===== config.mk =====
export PLATFORM = sky130hd
export DESIGN_NAME = aal5_reasm_check
export DESIGN_NICKNAME = d
export VERILOG_FILES = /design/src/rtl/aal5_pkg.sv /design/src/rtl/aal5_cell_tracker.sv /design/src/rtl/aal5_crc_check.sv /design/src/rtl/aal5_reasm_check.sv
export SDC_FILE = /design/constraint.sdc
export NUM_CORES = 1
export LEC_CHECK = 0
export BUFFER_PORTS_ARGS = -buffer_cell sky130_fd_sc_hd__buf_2
export CAP_MARGIN = 20
export CELL_PAD_IN_SITES_DETAIL_PLACEMENT = 1
export CELL_PAD_IN_SITES_GLOBAL_PLACEMENT = 1
export CORE_ASPECT_RATIO = 1.75
export CORE_UTILIZATION = 43
export CTS_CLUSTER_DIAMETER = 40
export CTS_CLUSTER_SIZE = 8
export DETAILED_ROUTE_END_ITERATION = 8
export PLACE_DENSITY = 0.88
export SYNTH_ARGS = -nofsm -noshare
export SYNTH_HDL_FRONTEND = slang
export SYNTH_HIERARCHICAL = 1
export SYNTH_SLANG_ARGS = --single-unit
export TNS_END_PERCENT = 20

===== constraint.sdc =====
create_clock -name clk -period 3.8 [get_ports clk]
set_clock_uncertainty 0.1 [all_clocks]
set_input_delay 0.76 -clock clk [delete_from_list [all_inputs] [get_ports clk]]
set_output_delay 0.76 -clock clk [all_outputs]
set_load 0.02 [all_outputs]

===== src/rtl/aal5_pkg.sv =====
package aal5_pkg;

   localparam logic [31:0] CRC_POLY = 32'h04C11DB7;

   // Position decode for the word currently on the input
   typedef struct packed {
      logic hdr;   // header word of a cell
      logic sof;   // header word of the first cell of a frame
      logic eof;   // last user payload word
      logic chk;   // word carrying the CRC field
   } pos_t;

   // One 32-bit word through the CRC, most significant bit first
   function automatic logic [31:0] crc32_word(input logic [31:0] crc,
                                              input logic [31:0] d);
      logic [31:0] c;
      logic        fb;
      c = crc;
      for (int i = 31; i >= 0; i--) begin
         fb = c[31] ^ d[i];
         c  = {c[30:0], 1'b0};
         if (fb) c = c ^ CRC_POLY;
      end
      return c;
   endfunction

endpackage


===== src/rtl/aal5_cell_tracker.sv =====
module aal5_cell_tracker
   import aal5_pkg::*;
#(
   parameter int DATA_W     = 32,
   parameter int CELL_WORDS = 13,
   parameter int LAST_BIT   = 1
) (
   input  logic              clk,
   input  logic              rst_n,
   input  logic              in_valid,
   input  logic [DATA_W-1:0] in_data,
   output pos_t              pos
);
   localparam int CNT_W   = $clog2(CELL_WORDS);
   localparam int EOF_IDX = CELL_WORDS - 3;
   localparam int CHK_IDX = CELL_WORDS - 1;

   generate
      if (CELL_WORDS < 4) begin : g_bad_cell
         $error("CELL_WORDS must leave room for two trailer words");
      end
      if (LAST_BIT >= DATA_W) begin : g_bad_bit
         $error("LAST_BIT outside the header word");
      end
   endgenerate

   logic [CNT_W-1:0] cnt_q;
   logic             first_q;   // next header opens a frame
   logic             last_q;    // current cell closes the frame

   always_ff @(posedge clk) begin
      if (!rst_n) begin
         cnt_q   <= '0;
         first_q <= 1'b1;
         last_q  <= 1'b0;
      end else if (in_valid) begin
         if (cnt_q == CNT_W'(CHK_IDX)) begin
            cnt_q   <= '0;
            first_q <= last_q;
         end else begin
            cnt_q <= cnt_q + 1'b1;
         end
         if (cnt_q == '0) begin
            last_q  <= in_data[LAST_BIT];
            first_q <= 1'b0;
         end
      end
   end

   always_comb begin
      pos.hdr = (cnt_q == '0);
      pos.sof = pos.hdr && first_q;
      pos.eof = last_q && (cnt_q == CNT_W'(EOF_IDX));
      pos.chk = last_q && (cnt_q == CNT_W'(CHK_IDX));
   end

   // the position never leaves the cell
   a_r2_cnt_range: assert property (@(posedge clk) disable iff (!rst_n)
      cnt_q < CNT_W'(CELL_WORDS));
   // idle cycles leave the position alone
   a_r6_idle_hold: assert property (@(posedge clk) disable iff (!rst_n)
      !in_valid |=> $stable(cnt_q));

endmodule


===== src/rtl/aal5_crc_check.sv =====
module aal5_crc_check
   import aal5_pkg::*;
#(
   parameter int DATA_W = 32
) (
   input  logic              clk,
   input  logic              rst_n,
   input  logic              in_valid,
   input  logic [DATA_W-1:0] in_data,
   input  pos_t              pos,
   output logic              mismatch
);
   generate
      if (DATA_W != 32) begin : g_bad_w
         $error("CRC datapath is built for 32-bit words");
      end
   endgenerate

   logic [31:0] crc_q;

   always_ff @(posedge clk) begin
      if (!rst_n) begin
         crc_q <= '1;
      end else if (in_valid && !pos.hdr) begin
         if (pos.chk) crc_q <= '1;
         else         crc_q <= crc32_word(crc_q, in_data);
      end
   end

   assign mismatch = in_valid && pos.chk && (in_data != ~crc_q);

   // the CRC restarts after every checked frame
   a_r8_crc_restart: assert property (@(posedge clk) disable iff (!rst_n)
      (in_valid && pos.chk) |=> (crc_q == 32'hFFFF_FFFF));

endmodule


===== src/rtl/aal5_reasm_check.sv =====
module aal5_reasm_check
   import aal5_pkg::*;
#(
   parameter int DATA_W     = 32,
   parameter int CELL_WORDS = 13,
   parameter int LAST_BIT   = 1
) (
   input  logic              clk,
   input  logic              rst_n,
   input  logic              in_valid,
   input  logic [DATA_W-1:0] in_data,
   input  logic              dn_ready,
   output logic              up_ready,
   output logic [DATA_W-1:0] out_data,
   output logic              out_en,
   output logic              out_sof,
   output logic              out_eof,
   output logic              out_crc_err
);
   pos_t pos;
   logic mismatch;

   aal5_cell_tracker #(
      .DATA_W(DATA_W), .CELL_WORDS(CELL_WORDS), .LAST_BIT(LAST_BIT)
   ) u_track (
      .clk(clk), .rst_n(rst_n), .in_valid(in_valid), .in_data(in_data), .pos(pos)
   );

   aal5_crc_check #(.DATA_W(DATA_W)) u_crc (
      .clk(clk), .rst_n(rst_n), .in_valid(in_valid), .in_data(in_data),
      .pos(pos), .mismatch(mismatch)
   );

   assign up_ready = dn_ready;

   always_ff @(posedge clk) begin
      if (!rst_n) begin
         out_data    <= '0;
         out_en      <= 1'b0;
         out_sof     <= 1'b0;
         out_eof     <= 1'b0;
         out_crc_err <= 1'b0;
      end else begin
         out_data    <= in_data;
         out_en      <= in_valid && !pos.hdr;
         out_sof     <= in_valid && pos.sof;
         out_eof     <= in_valid && pos.eof;
         out_crc_err <= mismatch;
      end
   end

   // start-of-frame marks a header, so no data-enable with it
   a_r3_sof_on_header: assert property (@(posedge clk) disable iff (!rst_n)
      out_sof |-> !out_en);
   // a frame start never lasts two cycles
   a_r3_sof_single: assert property (@(posedge clk) disable iff (!rst_n)
      out_sof |=> !out_sof);
   // end-of-frame falls on a payload word
   a_r4_eof_payload: assert property (@(posedge clk) disable iff (!rst_n)
      out_eof |-> out_en);
   // the error flag rides on a trailer word, apart from the other strobes
   a_r5_err_on_trailer: assert property (@(posedge clk) disable iff (!rst_n)
      out_crc_err |-> (out_en && !out_eof && !out_sof));

endmodule


==> out/qor.yml <==
setup_viol: 2
grt_pass1_vias: 5207
viasPerCell: 5.18
clock_latency_ns: 0.35
synthTopCellsByArea: "dfxtp_1, xnor2_1, xnor3_1"
yosysTopAreaCell: "dfxtp_1"
cts_tree: "built"
finalHoldViolations: 0
antenna_found_initial: 0
setup.worst_path.end_class: "flip-flop"
io_pins: 73
synthTopCellsByCount: "xnor2_1, dfxtp_1, xor2_1, and2_2, nor2_1"
num_vias: 4681
core_um2: 13400
drc_errors: 0
nets: 765
r2r-start: "u_crc/crc_q[28]"
synthArstFlopShare_pct: 0
hold_buffers: 0
die_area_um2: 14200
status: "complete, but fails checks"
placementRows: 56
gr-total-overflow: 0
maxCapViolCount: 0
cts_max_path_buffers: 2
violations: "negative setup slack"
synth_seq_cells: 74
fin_ws_ns: -0.0248
hold_class: "reg -> reg"
synth_nets: 546
portBuffers: 70
grt_first_pass_wirelength_um: 31600
min_from: "u_crc/crc_q[13]"
drive_gt1_share_pct: 48.4
rsz0062_at_grt: "yes"
slew_viol_final: 0
crit_fanout: 3
grt_max_degree: 52
first_iter_violations: 174
multi_input_area_um2: 4530
fillers: 1417
synth.most_common_cell: "xnor2_1"
start_util_pct: 44.0
cts.htree.levels: 3
syn_inst: 505
insertedDiodeCount: 0
ant_nets: 0
critPathKind: "in -> reg"
synth.avg_cell_area_um2: 11.7
clock_sinks: 74
fin_crit_sh_pct: 101
numCtsBuffers: 9
place_congestion: 1.05
root_buffer: "clkbuf_16"
dr.pass1.iters: 4
die_x_um: 90.5
max_clock_freq_ghz: 0.261
period_needed_ns: 3.82
area_growth_pct: 38.3
wl_per_cell_um: 24.6
yosysSeqAreaShare_pct: 25.2
tightest_slew_ns: 0.625
synth_flop_cell: "dfxtp_1"
path_clk_slew_ns: 0.06
ys_warn_count: 6
wirelength_um: 22200
grtUsageTotal_pct: 31.1
r2r_slack_ns: 0.11
die_h_um: 157
synth_cell_type_count: 47
synthesis.area_um2: 5890
start_kind: "primary input"
synth_edf_count: 0
required_ns: 3.90
critPathArrivalTime_ns: 3.93
seqCellArea_um2: 1480
dp_hpwl_um: 16800
yosys.area.top_type_share_pct: 25.2
utilization_pct: 60.9
critPathLaunch: "in_data[30]"
slew_headroom_pct: 58.3
==> worst max-delay path: stages <==
cell     delay, ns
buf_2         0.12
xnor2_2       0.32
xnor2_1       0.19
buf_4         0.18
xnor2_1       0.45
xnor2_4       0.22
xor3_2        0.51
xnor2_4       0.26
xnor3_1       0.49
xnor2_1       0.26
a21oi_1       0.14
==> path summary, 6_finish.rpt <==
check,to,depth (start not counted)
worst min-delay path,u_crc/crc_q[13],1
worst min register to register,u_crc/crc_q[13],1
worst max register to register,u_crc/crc_q[3],11
worst max-delay path,u_crc/crc_q[14],11
==> cell families (layout without fill, tap and decap cells) <==
logic type	Yosys count	count (layout)	share of synthesized area (%)
xor+xnor	261	261	57.3
fa+ha+maj	5	5	1.06
mux	1	1	0.170
simple gates	99	99	9.63
buf+inv	21	245	2.06
compound gates	44	44	4.61
flops	74	74	25.2
==> layout by cell type, fill, tap and decap left out, types with 5 or more instances in the layout <==
cell       count
a21oi_1       25
xnor3_2       20
dfxtp_1       74
inv_1          5
nor2_1        29
nand2_1       15
xor2_1        32
nor4_1         6
clkbuf_16      9
xnor2_2       22
xnor3_1       19
o22ai_1        5
xnor3_4        5
ha_1           5
buf_4        147
and2_2        33
xnor2_4       19
xnor2_1      132
buf_2         69
==> routing by layer <==
layer	GRT usage (%)	wire length, um	vias to the layer above
met3	4.37	713	92
met4	23.5	1840	0
met5	0	0	-
met2	61.2	12400	169
met1	28.3	7260	2325
li1	-	-	2095
==> registers in the layout, summed over array words and instances (netlist names) <==
signal           count
u_track/first_q      1
out_crc_err          1
u_crc/crc_q         32
u_track/last_q       1
out_en               1
out_data            32
out_eof              1
u_track/cnt_q        4
out_sof              1
==> cell type report <==
class / count / share of cell area (%)
multi-input cells: 410 / 55.6
clock inverters: 6 / 1.38
inverters: 7 / 0.323
repair buffers: 222 / 18.9
flip-flops and latches: 74 / 18.2
clock buffers: 10 / 2.93
well taps: 174 / 2.67
==> repair_timing <==
item / in CTS / in global routing
endpoints found under the setup margin: 23 / 22
resized for setup: 7 / 24
pin swaps: 7 / 16
buffers inserted: 5 / 8
==> stage by stage <==
step                setup TNS [ns]  std cells  instance area [um^2]  hold WS [ns]  setup slack (ns)
detailed placement          -10.70        874                  7490         0.399            -0.487
global route                -0.522        903                  8150         0.432           -0.0681
global placement             -8.10        874                  7490         0.380            -0.409
floorplan                        0        505                  5970         0.354           0.00362
CTS                         -0.275        895                  7940         0.412           -0.0989
finish                     -0.0385        903                  8150         0.408           -0.0248
Power is not shown: default switching activity piles up to over one toggle a cycle in this logic, so the estimate is an artifact.
